**config.mk**
```make
export PLATFORM = sky130hd
export DESIGN_NAME = uart_irq_ctrl
export DESIGN_NICKNAME = d
export VERILOG_FILES = /design/src/rtl/uart_irq_pkg.sv /design/src/rtl/uart_irq_ctl_reg.sv /design/src/rtl/uart_irq_level_req.sv /design/src/rtl/uart_irq_idle_req.sv /design/src/rtl/uart_irq_ctrl.sv
export SDC_FILE = /design/constraint.sdc
export NUM_CORES = 1
export LEC_CHECK = 0
export ABC_CLOCK_PERIOD_IN_PS = 1300
export BUFFER_PORTS_ARGS = -buffer_cell sky130_fd_sc_hd__buf_4
export CORE_AREA = 2 2 39 41
export DETAILED_ROUTE_END_ITERATION = 10
export DIE_AREA = 0 0 41 43
export GPL_ROUTABILITY_DRIVEN = 0
export PLACE_DENSITY = 0.51
export SYNTH_ARGS = -nofsm -noshare
export SYNTH_HDL_FRONTEND = slang
export SYNTH_SLANG_ARGS = --single-unit
```
**constraint.sdc**
```tcl
create_clock -name clk -period 1.3 [get_ports clk]
set_input_delay 0.26 -clock clk [delete_from_list [all_inputs] [get_ports clk]]
set_output_delay 0.26 -clock clk [all_outputs]
set_load 0.01 [all_outputs]
```
**src/rtl/uart_irq_pkg.sv**
```systemverilog
package uart_irq_pkg;
  localparam int CTL_W   = 4;
  localparam int BIT_TX  = 0;
  localparam int BIT_RX  = 1;
  localparam int BIT_EXC = 2;
  localparam int BIT_IDL = 3;

  typedef struct packed {
    logic idle;
    logic exc;
    logic rx;
    logic tx;
  } irq_en_t;
endpackage

```
**src/rtl/uart_irq_ctl_reg.sv**
```systemverilog
module uart_irq_ctl_reg
  import uart_irq_pkg::*;
(
  input  logic             clk,
  input  logic             rst,
  input  logic             we,
  input  logic [CTL_W-1:0] wdata,
  input  logic             soft_rst,
  output irq_en_t          en
);
  always_ff @(posedge clk) begin
    if (rst) begin
      en <= '0;
    end else if (soft_rst) begin
      en.tx   <= 1'b0;
      en.rx   <= 1'b0;
      en.idle <= 1'b0;
    end else if (we) begin
      en.tx   <= wdata[BIT_TX];
      en.rx   <= wdata[BIT_RX];
      en.exc  <= wdata[BIT_EXC];
      en.idle <= wdata[BIT_IDL];
    end
  end

  // soft reset clears three enables, keeps the exception enable
  a_r10_soft_clears: assert property (@(posedge clk) disable iff (rst)
    soft_rst |=> (!en.tx && !en.rx && !en.idle && (en.exc == $past(en.exc))));
endmodule

```
**src/rtl/uart_irq_level_req.sv**
```systemverilog
module uart_irq_level_req
  import uart_irq_pkg::*;
#(
  parameter int ERR_W = 3
) (
  input  logic             clk,
  input  logic             rst,
  input  irq_en_t          en,
  input  logic             tx_empty,
  input  logic             rx_full,
  input  logic [ERR_W-1:0] rx_err,
  output logic             irq_tx,
  output logic             irq_rx,
  output logic             irq_rx_exc
);
  logic exc_hit;
  assign exc_hit = en.exc && rx_full && (|rx_err);

  always_ff @(posedge clk) begin
    if (rst) begin
      irq_tx     <= 1'b0;
      irq_rx     <= 1'b0;
      irq_rx_exc <= 1'b0;
    end else begin
      irq_tx     <= en.tx && tx_empty;
      irq_rx_exc <= exc_hit;
      irq_rx     <= en.rx && rx_full && !exc_hit;
    end
  end

  // plain and exception receive requests are exclusive
  a_r5_rx_exclusive: assert property (@(posedge clk) disable iff (rst)
    !(irq_rx && irq_rx_exc));
  // no transmit request without an empty buffer on the previous edge
  a_r3_tx_needs_empty: assert property (@(posedge clk) disable iff (rst)
    !tx_empty |=> !irq_tx);
  // no exception request without an error flag
  a_r4_exc_needs_err: assert property (@(posedge clk) disable iff (rst)
    (rx_err == '0) |=> !irq_rx_exc);
endmodule

```
**src/rtl/uart_irq_idle_req.sv**
```systemverilog
module uart_irq_idle_req (
  input  logic clk,
  input  logic rst,
  input  logic idle_en,
  input  logic line_idle,
  input  logic char_rcvd,
  input  logic idle_ack,
  output logic irq_idle
);
  logic armed_q;
  logic armed_eff;
  logic fire;

  assign armed_eff = armed_q || char_rcvd;
  assign fire      = armed_eff && line_idle && idle_en;

  always_ff @(posedge clk) begin
    if (rst) begin
      armed_q  <= 1'b1;
      irq_idle <= 1'b0;
    end else begin
      armed_q <= fire ? 1'b0 : armed_eff;
      if (fire)
        irq_idle <= 1'b1;
      else if (idle_ack)
        irq_idle <= 1'b0;
    end
  end

  // acknowledge with no idle line clears the request
  a_r7_ack_clears: assert property (@(posedge clk) disable iff (rst)
    (idle_ack && !line_idle) |=> !irq_idle);
  // a disarmed request cannot rise without a received character
  a_r8_no_refire: assert property (@(posedge clk) disable iff (rst)
    (!armed_q && !char_rcvd) |=> !$rose(irq_idle));
  // the request only rises on an idle line with the enable set
  a_r6_rise_cause: assert property (@(posedge clk) disable iff (rst)
    (!line_idle || !idle_en) |=> !$rose(irq_idle));
endmodule

```
**src/rtl/uart_irq_ctrl.sv**
```systemverilog
module uart_irq_ctrl
  import uart_irq_pkg::*;
#(
  parameter int ERR_W = 3
) (
  input  logic             clk,
  input  logic             rst,
  input  logic             ctl_we,
  input  logic [CTL_W-1:0] ctl_wdata,
  input  logic             soft_rst,
  input  logic             tx_empty,
  input  logic             rx_full,
  input  logic [ERR_W-1:0] rx_err,
  input  logic             line_idle,
  input  logic             char_rcvd,
  input  logic             idle_ack,
  output logic             irq_tx,
  output logic             irq_rx,
  output logic             irq_rx_exc,
  output logic             irq_idle
);
  irq_en_t en;

  uart_irq_ctl_reg u_ctl (
    .clk(clk), .rst(rst), .we(ctl_we), .wdata(ctl_wdata),
    .soft_rst(soft_rst), .en(en)
  );

  uart_irq_level_req #(.ERR_W(ERR_W)) u_lvl (
    .clk(clk), .rst(rst), .en(en), .tx_empty(tx_empty), .rx_full(rx_full),
    .rx_err(rx_err), .irq_tx(irq_tx), .irq_rx(irq_rx), .irq_rx_exc(irq_rx_exc)
  );

  uart_irq_idle_req u_idle (
    .clk(clk), .rst(rst), .idle_en(en.idle), .line_idle(line_idle),
    .char_rcvd(char_rcvd), .idle_ack(idle_ack), .irq_idle(irq_idle)
  );

  // outputs are low on the edge after reset
  a_r1_reset_quiet: assert property (@(posedge clk)
    $past(rst) |-> !(irq_tx || irq_rx || irq_rx_exc || irq_idle));
endmodule

```
==> flow_summary.json <==
{
  "netSwitchingPower_uw": 117,
  "place_area_um2": 477,
  "cts_root_buffer": "clkbuf_4",
  "dp.cells": 63,
  "fin_skew_ns": 0.00493,
  "totalWireLength_um": 651,
  "finalSetupViolCount": 0,
  "hold_class": "primary input to flip-flop",
  "numCtsBuffers": 3,
  "cp_cell_sequence": "buf_4",
  "run_status": "finished, final reports clean",
  "syn_avg_cell_area_um2": 11.0,
  "power.density_nw_per_um2": 1110,
  "gr-usage-met2_pct": 11.6,
  "rsz0062_at_grt": "no",
  "ys_warn_count": 0,
  "wl_per_cell_um": 9.72,
  "drive_gt1_share_pct": 43.1,
  "fin_ws_ns": 0.330,
  "vias": 286,
  "overflow": 0,
  "final_util_pct": 36.3,
  "period_share_pct": 74.6,
  "drt_iter0_drc": 0,
  "power.share.sequential_pct": 51.0,
  "p_int_uw": 443,
  "hold_viol": 0,
  "ys_ff_latch": 9,
  "syn_to_final_growth_pct": 57.6,
  "cts_tree": "yes",
  "cts_buffer_depth": 2,
  "drcViolationCount": 0,
  "die-area_um2": 1760,
  "cp_data_required_time_ns": 1.04,
  "htree_levels": 1,
  "drtPass1Iterations": 1,
  "clk_latency_ns": 0.26,
  "core_area_um2": 1380,
  "syn_nets": 45,
  "grt_usage_pct": 9.17,
  "endpoint_kind": "output pin",
  "p_clk_share_pct": 37.8,
  "cts.repair.resized": 0,
  "postCtsSetupBuffers": 0,
  "antenna_cells": 0,
  "critPathArrivalTime_ns": 0.71,
  "ant_nets": 0,
  "p_leak_nw": 0.234,
  "dpl_worst_slack_ns": 0.317,
  "rows": 14,
  "synth-seq-area-share_pct": 56.5,
  "power_uw": 560,
  "synthCells": 29,
  "crit_type": "flip-flop to output pin",
  "viasPerCell": 4.27,
  "combPwrFrac_pct": 11.2,
  "ctsHoldBuffers": 0,
  "clkSlewWorstSetupHoldPaths_ns": 0.06,
  "cp_top_family": "flip-flops",
  "grt_antenna_before_repair": 0,
  "grt_max_degree": 10,
  "ir_worst_vdd_mv": 0.486,
  "worst-path-max-fanout": 2,
  "whs_ns": 0.188,
  "synth_area_um2": 319,
  "fp.dieW_um": 41,
  "io_pins": 20,
  "tightest_slew_ns": 0.287,
  "stdcell_area_um2": 503,
  "die_h_um": 43,
  "cts_sinks": 9,
  "fin_cells": 67,
  "grt.met1_usage_pct": 11.7,
  "busiest_layer": "met1",
  "port_buffers": 19,
  "grt_use_met3_pct": 3.14,
  "swShare_pct": 21.0,
  "drv_slew": 0,
  "critPathLaunchType": "flip-flop",
  "tns_ns": 0,
  "initial_core_util_pct": 23.1,
  "cp_num_buf_inv": 1,
  "final_nets": 68,
  "slew_headroom_pct": 80.7,
  "cp_slowest_cell": "dfxtp_1",
  "slowest_delay_ns": 0.33,
  "ys_types": 15,
  "finalWorstPathRequiredPeriod_ns": 0.970,
  "max_cap_viol_count": 0,
  "grt_pass1_vias": 267,
  "fmaxAchievable_mhz": 1030,
  "grt_pass1_wl_um": 1030
}
-- layer usage --
metal / vias to the layer above / wire, um
met2: 16 / 281
li1: 147 / -
met4: 0 / 15
met1: 121 / 280
met5: - / 0
met3: 2 / 74
-- state kept, by name, indices dropped and copies added (netlist names) --
register	flops
u_ctl.en	4
u_idle.armed_q	1
u_idle.irq_idle	1
u_lvl.irq_rx	1
u_lvl.irq_rx_exc	1
u_lvl.irq_tx	1
-- kinds of logic after synthesis --
group | count (synthesis) | synth area share (%)
AO/OA/AOI/OAI | 4 | 7.84
buffers and inverters | 1 | 1.57
flip-flops | 9 | 56.5
multiplexers | 4 | 12.5
AND/OR/NAND/NOR | 11 | 21.6
-- synthesized netlist by cell type --
master / number / share of area (%)
nor3b_1: 1 / 2.4
o31ai_1: 1 / 2.4
mux2i_1: 4 / 13
and4b_1: 1 / 3.1
o21ai_0: 1 / 1.6
nand2_1: 1 / 1.2
nor3_1: 3 / 4.7
nand2b_1: 2 / 3.9
and2b_1: 1 / 2.4
dfxtp_1: 9 / 56
buf_2: 1 / 1.6
a21oi_1: 1 / 1.6
and3b_1: 1 / 2.7
nor2_1: 1 / 1.2
o211ai_1: 1 / 2.4
-- placed cells by master (no fill, tap or decap) --
master    instances
and3b_1           1
mux2i_1           4
a21oi_1           1
nor2_1            1
o211ai_1          1
o31ai_1           1
clkbuf_1          1
buf_4            19
nor3b_1           1
o21ai_0           1
and4b_1           1
nor3_1            3
nand2b_1          2
nand2_1           1
clkbuf_4          3
and2b_1           1
dfxtp_1           9
-- cell type report --
| class | count | area (um2) |
|---|---|---|
| Timing Repair Buffer | 19 | 143 |
| Sequential cell | 9 | 180 |
| Fill cell | 157 | 881 |
| Clock buffer | 4 | 26.3 |
| Multi-Input combinational cell | 19 | 134 |
| Tap cell | 16 | 20.0 |
-- power by group through the flow --
stage	Clock (mW)	Sequential (mW)	Combinational, mW
global route	0.235	0.286	0.0677
finish	0.212	0.286	0.0624
CTS	0.227	0.286	0.0633
floorplan	0	0.292	0.0193
global placement	0	0.292	0.0630
detailed placement	0	0.292	0.0630
-- worst reg2reg max path: cells and delay by family, from the launching register on --
kind / cells / cell delay (ns)
and+or+nand+nor: 1 / 0.19
AOI/OAI and AO/OA: 1 / 0.09
DFF: 1 / 0.33
-- path summary, 6_finish.rpt --
path	cells after the start	to	slack [ns]	startpoint
max	1	irq_idle	0.33	u_idle.irq_idle
min reg2reg	2	u_idle.armed_q	0.48	u_idle.armed_q
min	2	u_ctl.en[0]	0.19	soft_rst
max reg2reg	2	u_lvl.irq_rx	0.60	u_ctl.en[2]
Power figures use the tool's default switching activity.
